**src/rtl/evt_flag_pkg.sv**
```systemverilog
package evt_flag_pkg;
  localparam int unsigned CH_NUM = 8;
  localparam int unsigned IDX_W  = $clog2(CH_NUM);

  typedef logic [CH_NUM-1:0] ch_vec_t;

  function automatic ch_vec_t idx_to_vec(input logic [IDX_W-1:0] idx);
    ch_vec_t v;
    v = '0;
    v[idx] = 1'b1;
    return v;
  endfunction
endpackage

```
**src/rtl/evt_rst_sync.sv**
```systemverilog
module evt_rst_sync (
  input  logic clk,
  input  logic rst_n,
  output logic rst_sn
);
  logic [1:0] sync_q;

  always_ff @(posedge clk or negedge rst_n) begin
    if (!rst_n) sync_q <= 2'b00;
    else        sync_q <= {sync_q[0], 1'b1};
  end

  assign rst_sn = sync_q[1];
endmodule

```
**src/rtl/evt_clr_dec.sv**
```systemverilog
module evt_clr_dec
  import evt_flag_pkg::*;
(
  input  logic             flag_wr_i,
  input  ch_vec_t          flag_wdata_i,
  input  logic             tmr_en_i,
  input  logic             pacc_en_i,
  input  logic             fast_clr_i,
  input  logic             cap_rd_i,
  input  logic             cmp_wr_i,
  input  logic [IDX_W-1:0] ch_idx_i,
  output ch_vec_t          clr_o
);
  ch_vec_t wr_clr;
  ch_vec_t acc_clr;

  always_comb begin
    wr_clr  = '0;
    acc_clr = '0;
    if (flag_wr_i && (tmr_en_i || pacc_en_i)) wr_clr = flag_wdata_i;
    if (fast_clr_i && (cap_rd_i || cmp_wr_i)) acc_clr = idx_to_vec(ch_idx_i);
    clr_o = wr_clr | acc_clr;
  end
endmodule

```
**src/rtl/evt_flag_cell.sv**
```systemverilog
module evt_flag_cell #(
  parameter bit PRESENT = 1'b1
) (
  input  logic clk,
  input  logic rst_n,
  input  logic evt_i,
  input  logic clr_i,
  output logic flag_o
);
  generate
    if (PRESENT) begin : g_live
      logic flag_q;
      logic flag_d;
      logic flag_ce;

      always_comb begin
        flag_ce = evt_i | clr_i;
        flag_d  = evt_i | (flag_q & ~clr_i);
      end

      always_ff @(posedge clk or negedge rst_n) begin
        if (!rst_n)       flag_q <= 1'b0;
        else if (flag_ce) flag_q <= flag_d;
      end

      assign flag_o = flag_q;
    end else begin : g_absent
      logic unused_in;
      assign unused_in = clk ^ rst_n ^ evt_i ^ clr_i;
      assign flag_o    = 1'b0;
    end
  endgenerate
endmodule

```
**src/rtl/evt_flag_reg.sv**
```systemverilog
module evt_flag_reg
  import evt_flag_pkg::*;
#(
  parameter logic [7:0] CH_PRESENT = 8'h7F
) (
  input  logic       clk,
  input  logic       rst_n,
  input  logic [7:0] evt_i,
  input  logic       flag_wr_i,
  input  logic [7:0] flag_wdata_i,
  input  logic       tmr_en_i,
  input  logic       pacc_en_i,
  input  logic       fast_clr_i,
  input  logic       cap_rd_i,
  input  logic       cmp_wr_i,
  input  logic [2:0] ch_idx_i,
  input  logic [7:0] irq_en_i,
  output logic [7:0] flags_o,
  output logic       irq_o
);
  logic    rst_sn;
  ch_vec_t clr_vec;
  ch_vec_t flag_vec;

  evt_rst_sync u_rst (
    .clk    (clk),
    .rst_n  (rst_n),
    .rst_sn (rst_sn)
  );

  evt_clr_dec u_dec (
    .flag_wr_i    (flag_wr_i),
    .flag_wdata_i (flag_wdata_i),
    .tmr_en_i     (tmr_en_i),
    .pacc_en_i    (pacc_en_i),
    .fast_clr_i   (fast_clr_i),
    .cap_rd_i     (cap_rd_i),
    .cmp_wr_i     (cmp_wr_i),
    .ch_idx_i     (ch_idx_i),
    .clr_o        (clr_vec)
  );

  for (genvar i = 0; i < CH_NUM; i++) begin : g_ch
    evt_flag_cell #(.PRESENT(CH_PRESENT[i])) u_cell (
      .clk    (clk),
      .rst_n  (rst_sn),
      .evt_i  (evt_i[i]),
      .clr_i  (clr_vec[i]),
      .flag_o (flag_vec[i])
    );
  end

  always_comb begin
    flags_o = flag_vec;
    irq_o   = |(flag_vec & irq_en_i);
  end
endmodule

```
**config.mk**
```make
export PLATFORM = sky130hd
export DESIGN_NAME = evt_flag_reg
export DESIGN_NICKNAME = d
export VERILOG_FILES = /design/src/rtl/evt_flag_pkg.sv /design/src/rtl/evt_rst_sync.sv /design/src/rtl/evt_clr_dec.sv /design/src/rtl/evt_flag_cell.sv /design/src/rtl/evt_flag_reg.sv
export SDC_FILE = /design/constraint.sdc
export NUM_CORES = 1
export LEC_CHECK = 0
export ABC_AREA = 1
export BUFFER_PORTS_ARGS = -buffer_cell sky130_fd_sc_hd__buf_2
export CORE_MARGIN = 3
export CORE_UTILIZATION = 40
export CTS_CLUSTER_DIAMETER = 60
export DETAILED_ROUTE_END_ITERATION = 12
export PLACE_DENSITY = 0.81
export SYNTH_ARGS = -nofsm -noshare
export SYNTH_HDL_FRONTEND = slang
export SYNTH_SLANG_ARGS = --single-unit
```
**constraint.sdc**
```tcl
create_clock -name clk -period 1.7 [get_ports clk]
set_input_delay 0.17 -clock clk [delete_from_list [all_inputs] [get_ports clk]]
set_output_delay 0.17 -clock clk [all_outputs]
set_load 0.1 [all_outputs]
```
==> results of run 1 <==
==> stage by stage <==
stage | hold slack, ps | utilization | instances | total power [mW] | area (sq um)
after floorplan | -125.6 | - | 84 | 0.4200 | 571.8
after global placement | -44.22 | 0.5508 | 130 | 0.4604 | 725.7
after detailed placement | -41.94 | 0.5508 | 130 | 0.4645 | 725.7
after CTS | 89.58 | 0.5783 | 135 | 0.6279 | 762.0
after global routing | 92.24 | 0.5783 | 135 | 0.6619 | 762.0
final | 100.2 | 0.5783 | 135 | 0.6177 | 762.0
==> per-layer routing <==
metal / up-vias / share of wire / GRT usage
met3: 2 / 0.066 / 0.02490
met1: 239 / 0.41 / 0.1830
li1: 321 / - / -
met5: - / 0 / 0
met2: 17 / 0.52 / 0.2413
met4: 0 / 0.0070 / 0.09036
==> worst reg2reg max path: stages, from the launching register on <==
cell,delay (ps)
dfrtp_1,400
nand3_1,100
nand2_1,50
==> cells in the mapped netlist <==
cell type	number	area [sq um]
nand2_1	25	93.84
nor2_4	1	11.26
nand2_2	1	6.260
inv_1	10	37.54
conb_1	2	7.510
dfrtp_1	9	225.2
buf_4	8	60.06
nor2_1	7	26.28
inv_2	3	11.26
and3_1	1	6.260
a21oi_1	1	5.000
nand3_1	15	75.07
nor2_2	1	6.260
==> logic make-up after synthesis <==
| kind of cell | Yosys count | synth area share |
|---|---|---|
| DFF | 9 | 0.3939 |
| and+or+nand+nor | 51 | 0.3939 |
| AOI/OAI and AO/OA | 1 | 0.008744 |
| buffers and inverters | 21 | 0.1904 |
| other | 2 | 0.01313 |
==> flip-flops by register name, summed over array words and instances (netlist names) <==
signal and flops:
g_ch.u_cell.flag_o 7, u_rst.sync_q 2
==> final cells by class <==
class	instances	area, sq um
Clock buffer	4	26.28
Tap cell	15	18.77
Multi-Input combinational cell	54	237.7
Sequential cell	9	225.2
Inverter	13	48.80
Timing Repair Buffer	40	205.2
Fill cell	132	555.5
==> worst max-delay path by stage <==
stage                                       from     to  slack, ps  depth (start not counted)
4_1_cts        g_ch[3].u_cell.flag_o$_DFFE_PN0P_  irq_o        210                          4
3_5_place_dp   g_ch[3].u_cell.flag_o$_DFFE_PN0P_  irq_o        490                          4
6_report       g_ch[3].u_cell.flag_o$_DFFE_PN0P_  irq_o        230                          4
5_1_grt        g_ch[2].u_cell.flag_o$_DFFE_PN0P_  irq_o        110                          5
2_1_floorplan  g_ch[3].u_cell.flag_o$_DFFE_PN0P_  irq_o        340                          3
3_3_place_gp   g_ch[3].u_cell.flag_o$_DFFE_PN0P_  irq_o        510                          4
==> repair_timing <==
action | 4_1_cts | 5_1_grt
hold endpoints to repair | 2 | 0
hold buffers | 1 | 0
gates resized for setup | 0 | 0
endpoints found under the setup margin | 0 | 0
==> power by group through the flow <==
stage | Combinational, mW | Sequential [mW] | Clock, mW
after floorplan | 0.177 | 0.243 | 0
after CTS | 0.220 | 0.242 | 0.165
after global placement | 0.215 | 0.245 | 0
final | 0.219 | 0.242 | 0.157
after global routing | 0.235 | 0.244 | 0.183
after detailed placement | 0.218 | 0.246 | 0
==> out/metrics.csv, run 1 <==
stage;metric;value;unit
outcome;status;complete, no violations;
die;Die Wd;43.81;microns
sta;final setup violation count;0;
setup_path;kind of critical path;reg2out;
detailed_routing;post-route ant nets;0;
setup_path;kind of cell adding the most delay to the critical path;buffers and inverters;
setup_path;Worst Path Required;1530;ps
setup_path;CP bufs+invs;1;
setup_path;R2R setup slack;1040;ps
pwr;switching power;240.3;uW
detailed_routing;routed len/inst;9.489;microns
sta;Hold Fails Final Rpt;0;
placed_design;Placement Setup Slack;487.3;ps
global_routing;initial antenna violation count;0;
cts;post-CTS setup buffer count;0;
pwr;worst vdd ir;509.1;uV
sta;min cycle time layout;1474;ps
setup_path;worst r2r path cells;2;
sta;Final Max Tran Viols;0;
die;Core Region;0.001318;sq mm
yosys;Synth cell types;13;
yosys;Synthesized Nets;119;
detailed_routing;DRC;0;
cts;CTS sink count;9;
die;I/O pin cnt;44;
cts;Clk Latency, worst-skew pair;250;ps
pwr;Sequential Power Share;0.392;
hold_path;worst hold path class;reg2async;
global_routing;total congestion overflow;0;
global_routing;number of global-route vias before repair;557;
cts;clock tree buffer depth;2;
die;row cnt;13;
setup_path;data arrival time of the worst path;1300;ps
yosys;Synth Instances;84;
placed_design;Placer Congestion;0.7903;
detailed_routing;drt pass-1 iters;3;
placed_design;Post-DP HPWL;1166;microns
yosys;#FFs+latches synth;9;
setup_path;Setup crit end kind;output port;
setup_path;Critical R2R Capture;g_ch[2].u_cell.flag_o$_DFFE_PN0P_;
cts;Max H-tree Level;1;
cells_and_area;NumNets Final;156;
cells_and_area;commonest non-fill, non-tap cell in the layout;buf_2;
pwr;Logic pwr share;0.354;
sta;setup TNS;0;ps
setup_path;reg2reg start;g_ch[2].u_cell.flag_o$_DFFE_PN0P_;
setup_path;Startpoint Class;flip-flop;
job;max_cap viols;0;
cells_and_area;Layout area overhead;33.26;%
pwr;Leak Pwr;0.4462;nW
cells_and_area;most frequent cells in the layout;buf_2, nand2_1, nand3_1;
global_routing;gr usage total;0.1491;
sta;Tcrit/Tclk final;0.8672;
pwr;Clk pwr share;0.254;
pwr;internal power;377.4;uW
sta;unrepaired setup endpoints after global routing;no;
setup_path;max incr delay on CP;420;ps
die;Initial Util;0.4340;
setup_path;CP max stage cell;buf_2;
setup_path;CP dominant cell by count;nand2_1;
detailed_routing;via count;579;
cts;CTS root buf;clkbuf_4;
setup_path;critical-path maximum fanout;3;
detailed_routing;initial DRC count;8;
global_routing;largest net degree at the start of global routing;8;
cts;Worst-path clk slew;60;ps
yosys;sequential share of the synthesized area;0.3939;
die;die height;43.81;microns
sta;final worst slack;225.8;ps
cts;CTS tree;done;
cells_and_area;Inserted Diodes;0;
detailed_routing;Routed WL;1281;microns
detailed_routing;Via-to-Cell Ratio;4.289;
sta;post-route clock skew;3.496;ps
cells_and_area;share of layout cells above drive strength 1;0.4000;
yosys;Post-Syn Area per Cell;6.807;sq um
placed_design;IO Port Bufs;39;
die;DIE AREA;0.001919;sq mm
cts;CTS Buf Count;3;
yosys;Netlist Area Pre-Place;571.8;sq um
global_routing;first-pass GRT wire length;2111;microns
pwr;Cell Pwr Density;810.6;mW/mm^2
setup_path;chain of cells forming the critical path;nand2_1 -> and3_1 -> nand2_1 -> buf_2;
pwr;switch share;0.3890;
sta;maximum clock frequency;678.4;MHz
yosys;YS warnings;0;
Power figures use the tool's default switching activity.
==> run 2, diff against run 1 <==
--- a/config.mk
+++ b/config.mk
@@ -11,7 +11,8 @@
 export CORE_UTILIZATION = 40
 export CTS_CLUSTER_DIAMETER = 60
 export DETAILED_ROUTE_END_ITERATION = 12
-export PLACE_DENSITY = 0.81
+export PLACE_DENSITY = 0.8
 export SYNTH_ARGS = -nofsm -noshare
 export SYNTH_HDL_FRONTEND = slang
+export SYNTH_HIERARCHICAL = 1
 export SYNTH_SLANG_ARGS = --single-unit
==> out/metrics.csv, run 2 <==
stage;metric;value;unit;change
setup_path;max incr delay on CP;410;ps;about the same
cts;CTS tree;done;;
sta;final setup violation count;0;;unchanged
die;row cnt;13;;unchanged
job;max_cap viols;0;;unchanged
cts;Worst-path clk slew;60;ps;about the same
cells_and_area;max reg flops;7;;unchanged
global_routing;met1 Track Usage GR;0.1538;;-0.02914
cts;Clk Latency, worst-skew pair;260;ps;about the same
die;Initial Util;0.4325;;-0.001540
cts;CTS sink count;9;;unchanged
pwr;Leak Pwr;0.5252;nW;+18%
detailed_routing;DRC;0;;unchanged
sta;post-route clock skew;1.059;ps;-2.437 ps
placed_design;Post-DP HPWL;1173;microns;+0.63%
pwr;switching power;249.9;uW;+4.0%
sta;min cycle time layout;1420;ps;-54.29 ps
detailed_routing;post-route ant nets;0;;unchanged
setup_path;CP max stage cell;buf_2;;
cts;PostCTS Resize Cnt;0;;unchanged
cells_and_area;most frequent cells in the layout;nand2_1, buf_2, inv_1;;
die;die height;43.98;microns;+0.38%
pwr;Logic pwr share;0.357;;+0.003
global_routing;number of global-route vias before repair;565;;+1.4%
yosys;Post-Syn Area per Cell;5.946;sq um;-13%
global_routing;largest net degree at the start of global routing;8;;unchanged
hold_path;worst hold path class;in2reg;;
cts;clock tree buffer depth;2;;unchanged
die;DIE AREA;0.001934;sq mm;+0.75%
placed_design;placed insts;150;;+15%
sta;Final Max Tran Viols;0;;unchanged
yosys;YS warnings;6;;+6
pwr;Sequential Power Share;0.386;;-0.006
sta;maximum clock frequency;704.3;MHz;+3.8%
pwr;switch share;0.3952;;+0.006159
cells_and_area;Layout area overhead;43.60;%;
detailed_routing;Routed WL;1378;microns;+7.6%
global_routing;gr usage total;0.1505;;+0.001447
sta;setup TNS;0;ps;unchanged
die;Die Wd;43.98;microns;+0.38%
cells_and_area;non-filler cells, final;155;;+15%
cells_and_area;NumNets Final;176;;+13%
global_routing;initial antenna violation count;0;;unchanged
pwr;Final Total Pwr;632.3;uW;+2.4%
setup_path;Worst Path Required;1530;ps;about the same
global_routing;Most Crowded Layer GR;met2;;
global_routing;met2 Use GR;0.2645;;+0.02326
setup_path;data arrival time of the worst path;1250;ps;-50 ps
cells_and_area;Inserted Diodes;0;;unchanged
setup_path;chain of cells forming the critical path;nand2_1 -> nand2_1 -> nor2_1 -> nand2_1 -> buf_2;;
global_routing;met3 usage;0.02905;;+0.004149
pwr;Cell Pwr Density;763.4;mW/mm^2;-5.8%
placed_design;Placer Congestion;0.7119;;-9.9%
detailed_routing;initial DRC count;3;;-5
die;Core Region;0.001334;sq mm;+1.2%
pwr;Clk pwr share;0.257;;+0.003
yosys;Synthesized Nets;132;;+11%
detailed_routing;via count;656;;+13%
die;I/O pin cnt;44;;unchanged
sta;unrepaired setup endpoints after global routing;no;;
sta;Hold Fails Final Rpt;0;;unchanged
detailed_routing;Via-to-Cell Ratio;4.232;;-1.3%
pwr;worst vdd ir;580.7;uV;+14%
detailed_routing;routed len/inst;8.890;microns;-6.3%
pwr;internal power;382.4;uW;+1.3%
yosys;Netlist Area Pre-Place;576.8;sq um;+0.88%
cts;CTS Buf Count;3;;unchanged
cells_and_area;FILL cells;128;;-3.0%
setup_path;CP dominant cell by count;nand2_1;;
sta;Tcrit/Tclk final;0.8352;;-0.03194
yosys;Synth Instances;97;;+15%
setup_path;kind of critical path;reg2out;;
cts;Max H-tree Level;1;;unchanged
global_routing;first-pass GRT wire length;2104;microns;-0.33%
cells_and_area;commonest non-fill, non-tap cell in the layout;nand2_1;;
global_routing;total congestion overflow;0;;unchanged
setup_path;R2R setup slack;1070;ps;+30 ps
cells_and_area;share of layout cells above drive strength 1;0.3714;;-0.02857
cts;CTS root buf;clkbuf_4;;
setup_path;critical-path maximum fanout;3;;unchanged
detailed_routing;drt pass-1 iters;4;;+1
setup_path;Setup crit end kind;output port;;
setup_path;Startpoint Class;flip-flop;;
placed_design;IO Port Bufs;40;;+2.6%
outcome;status;complete, no violations;;
==> run 2: changes by cell type in the layout (fill, tap and decap cells not counted) <==
cell | before | now
nand3_1 | 15 | 7
nor2_1 | 7 | 10
nor2_2 | 1 | 0
a21oi_1 | 1 | 0
and3_1 | 1 | 0
inv_2 | 3 | 1
nand2_2 | 1 | 0
buf_2 | 39 | 40
inv_1 | 10 | 19
dfrtp_2 | 0 | 7
dfrtp_1 | 9 | 2
nand2_1 | 25 | 46
==> run 2: worst paths after layout <==
check / start / end / cells past startpoint
max reg2reg: g_ch[4].u_cell/flag_o$_DFFE_PN0P_ / g_ch[4].u_cell/flag_o$_DFFE_PN0P_ / 2
max in group asynchronous: u_rst/sync_q[1]$_DFF_PN0_ / g_ch[0].u_cell/flag_o$_DFFE_PN0P_ / 0
min reg2reg: u_rst/sync_q[1]$_DFF_PN0_ / g_ch[2].u_cell/flag_o$_DFFE_PN0P_ / 0
min in group asynchronous: u_rst/sync_q[1]$_DFF_PN0_ / g_ch[2].u_cell/flag_o$_DFFE_PN0P_ / 0
min: evt_i[1] / g_ch[1].u_cell/flag_o$_DFFE_PN0P_ / 3
max: g_ch[0].u_cell/flag_o$_DFFE_PN0P_ / irq_o / 5
==> run 2: power groups by stage <==
stage                     clock, mW  sequential [mW]  combinational, mW
final                         0.163            0.244              0.226
after detailed placement          0            0.248              0.225
after global placement            0            0.247              0.222
after floorplan                   0            0.339             0.0724
after global routing          0.182            0.247              0.244
after CTS                     0.171            0.244              0.227
==> run 2: layer usage <==
| metal | vias to the layer above | part of all wire | wire length (microns) |
|---|---|---|---|
| li1 | 361 | - | - |
| met1 | 266 | 0.38 | 527 |
| met2 | 27 | 0.50 | 692 |
| met3 | 2 | 0.099 | 136 |
| met4 | 0 | 0.015 | 21 |
| met5 | - | 0 | 0 |
==> run 2: per-stage QoR <==
stage	hold WS, ps	area, sq um	setup WS (ps)	util
detailed placement	-44.51	792.0	553.9	0.5938
floorplan	-125.6	585.6	13.47	-
global placement	-44.72	792.0	551.3	0.5938
finish	88.34	828.3	280.1	0.6210
CTS	77.21	828.3	256.7	0.6210
global route	88.43	828.3	180.0	0.6210
==> run 2: final cells by class <==
class | instances | area [sq um] | area share
timing repair buffer | 41 | 210.2 | 0.2538
sequential | 9 | 234.0 | 0.2825
clock buffer | 4 | 26.28 | 0.03172
inverter | 20 | 75.07 | 0.09063
tap | 15 | 18.77 | 0.02266
multi-input combinational | 66 | 264.0 | 0.3187
==> run 2: critical path: cells and delay by family (launching register included) <==
family	cells	cell delay (ps)
buffers and inverters	1	410
DFF	1	370
and+or+nand+nor	4	210
==> run 2: what timing repair did <==
action,in CTS,in global routing
hold buffers,1,0
buffers inserted,0,0
hold endpoints to repair,2,0
setup endpoints to repair,0,0
==> run 3, diff against run 2 <==
--- a/config.mk
+++ b/config.mk
@@ -5,13 +5,13 @@
 export SDC_FILE = /design/constraint.sdc
 export NUM_CORES = 1
 export LEC_CHECK = 0
-export ABC_AREA = 1
+export ABC_AREA = 0
 export BUFFER_PORTS_ARGS = -buffer_cell sky130_fd_sc_hd__buf_2
 export CORE_MARGIN = 3
-export CORE_UTILIZATION = 40
+export CORE_UTILIZATION = 32
 export CTS_CLUSTER_DIAMETER = 60
 export DETAILED_ROUTE_END_ITERATION = 12
-export PLACE_DENSITY = 0.8
+export PLACE_DENSITY = 0.72
 export SYNTH_ARGS = -nofsm -noshare
 export SYNTH_HDL_FRONTEND = slang
 export SYNTH_HIERARCHICAL = 1
==> constraint.sdc (replaced) <==
create_clock -name clk -period 1.2 [get_ports clk]
set_input_delay 0.12 -clock clk [delete_from_list [all_inputs] [get_ports clk]]
set_output_delay 0.12 -clock clk [all_outputs]
set_load 0.1 [all_outputs]
==> out/metrics.csv, run 3 <==
stage;metric;value;unit;change
cts;CTS sink count;9;;unchanged
detailed_routing;Via-to-Cell Ratio;4.862;;+15%
setup_path;worst r2r path cells;2;;unchanged
job;max_cap viols;0;;unchanged
die;Die Wd;45.55;microns;+3.6%
setup_path;Setup crit end kind;output port;;
pwr;Final Total Pwr;979.3;uW;+55%
global_routing;gr usage total;0.1728;;+0.02227
pwr;Sequential Power Share;0.359;;-0.027
cells_and_area;commonest non-fill, non-tap cell in the layout;buf_2;;
placed_design;IO Port Bufs;40;;unchanged
cells_and_area;Layout area overhead;89.75;%;
sta;Final Max Tran Viols;0;;unchanged
setup_path;kind of critical path;reg2out;;
pwr;worst vdd ir;813.0;uV;+40%
setup_path;worst setup path startpoint;g_ch[0].u_cell/flag_o$_DFFE_PN0P_;;
global_routing;largest net degree at the start of global routing;8;;unchanged
cells_and_area;Reg area;249.0;sq um;+6.4%
die;row cnt;13;;unchanged
setup_path;critical-path maximum fanout;2;;-1
sta;setup TNS;-183.0;ps;-183.0 ps
pwr;Leak Pwr;0.4598;nW;-12%
cells_and_area;area of the multi-input gates;236.5;sq um;-10%
sta;Hold Fails Final Rpt;0;;unchanged
sta;final setup violation count;1;;+1
sta;Tcrit/Tclk final;1.153;;
cells_and_area;max reg flops;7;;unchanged
cells_and_area;NumNets Final;137;;-22%
detailed_routing;via count;564;;-14%
yosys;Post-Syn Area per Cell;10.01;sq um;+68%
global_routing;initial antenna violation count;0;;unchanged
pwr;switching power;346.4;uW;+39%
pwr;Cell Pwr Density;1031;mW/mm^2;+35%
setup_path;reg2reg start;g_ch[5].u_cell/flag_o$_DFFE_PN0P_;;
die;I/O pin cnt;44;;unchanged
detailed_routing;Routed WL;1457;microns;+5.7%
detailed_routing;drt pass-1 iters;5;;+1
detailed_routing;post-route ant nets;0;;unchanged
detailed_routing;DRC;0;;unchanged
hold_path;hold depth;2;;-1
sta;unrepaired setup endpoints after global routing;yes;;
yosys;Netlist Area Pre-Place;500.5;sq um;-13%
cts;Worst-path clk slew;50;ps;about the same
cells_and_area;FILL cells;105;;-18%
hold_path;worst hold path class;in2reg;;
yosys;Synth Instances;50;;-48%
placed_design;Post-DP HPWL;1298;microns;+11%
hold_path;Hold Startpoint;evt_i[6];;
die;die height;45.55;microns;+3.6%
placed_design;Placer Congestion;0.8061;;+13%
cts;CTS root buf;clkbuf_4;;
cts;Clk Latency, worst-skew pair;250;ps;about the same
sta;final worst slack;-183.0;ps;-463.2 ps
global_routing;first-pass GRT wire length;2546;microns;+21%
sta;maximum clock frequency;723.1;MHz;
pwr;internal power;632.9;uW;+66%
cts;Max H-tree Level;1;;unchanged
die;Initial Util;0.3620;;-0.07047
sta;min cycle time layout;1383;ps;
setup_path;Startpoint Class;flip-flop;;
die;Core Region;0.001383;sq mm;+3.7%
outcome;failing checks;setup timing;;
sta;post-route clock skew;0.9569;ps;-0.1017 ps
sta;hold_ws;48.93;ps;-39.41 ps
cells_and_area;share of layout cells above drive strength 1;0.6238;;+0.2523
detailed_routing;routed len/inst;12.56;microns;+41%
detailed_routing;initial DRC count;3;;unchanged
setup_path;Worst Path Required;1080;ps;-450 ps
cts;CTS tree;done;;
pwr;Logic pwr share;0.422;;+0.065
yosys;Synthesized Nets;85;;-36%
pwr;Clk pwr share;0.219;;-0.038
cts;clock tree buffer depth;2;;unchanged
die;DIE AREA;0.002074;sq mm;+7.3%
cts;CTS Buf Count;3;;unchanged
cts;post-CTS setup buffer count;0;;unchanged
global_routing;number of global-route vias before repair;633;;+12%
cells_and_area;most frequent cells in the layout;buf_2, inv_1, a21o_1, buf_12, buf_4;;
outcome;status;complete, but fails checks;;
yosys;YS warnings;6;;unchanged
pwr;switch share;0.3537;;-0.04150
global_routing;total congestion overflow;0;;unchanged
cells_and_area;Inserted Diodes;0;;unchanged
setup_path;data arrival time of the worst path;1260;ps;about the same
==> run 3: worst paths after layout <==
check	to	slack, ps
setup / recovery	irq_o	-180
setup reg to reg	g_ch[5].u_cell/flag_o$_DFFE_PN0P_	290
max in group asynchronous	g_ch[0].u_cell/flag_o$_DFFE_PN0P_	840
min in group asynchronous	g_ch[5].u_cell/flag_o$_DFFE_PN0P_	110
hold reg to reg	g_ch[5].u_cell/flag_o$_DFFE_PN0P_	110
hold / removal	g_ch[6].u_cell/flag_o$_DFFE_PN0P_	50
==> run 3: area by class of cell <==
cell class              count  share of cell area
well taps                  15             0.01976
multi-input cells          29              0.2490
repair buffers             48              0.3979
flip-flops and latches      9              0.2622
inverters                  11             0.04348
clock buffers               4             0.02767
==> run 3: metrics by stage <==
step,std cells,utilization,worst slack (ps),area [sq um]
finish,116,0.6869,-183.0,949.7
global route,116,0.6869,-257.5,949.7
CTS,116,0.6869,-183.6,949.7
detailed placement,111,0.6462,-8.477,893.4
global placement,111,0.6462,23.61,893.4
floorplan,50,-,-658.2,524.3
==> run 3: worst max-delay path: stages (launching register included) <==
cell,delay (ps)
dfrtp_4,470
a22oi_2,180
nand4_1,150
buf_8,210
==> run 3: power groups by stage <==
stage	registers, mW	logic [mW]	clock network, mW
global route	0.354	0.438	0.257
finish	0.351	0.414	0.214
detailed placement	0.356	0.407	0
global placement	0.354	0.401	0
CTS	0.352	0.415	0.221
floorplan	0.490	0.0808	0
==> run 3: timing repair <==
action	CTS	global route
pin swaps	1	1
hold buffers	1	0
endpoints found under the hold margin	2	0
setup endpoints to repair	1	1
gates resized for setup	5	0
==> run 3: metal layers <==
layer  part of all wire  track usage  wire (microns)  up-vias
met5                  0            0               0        -
met4              0.014      0.05263              20        0
met3              0.071      0.07115             103        2
met2               0.55       0.3148             797       22
met1               0.37       0.1760             536      258
li1                   -            -               -      282
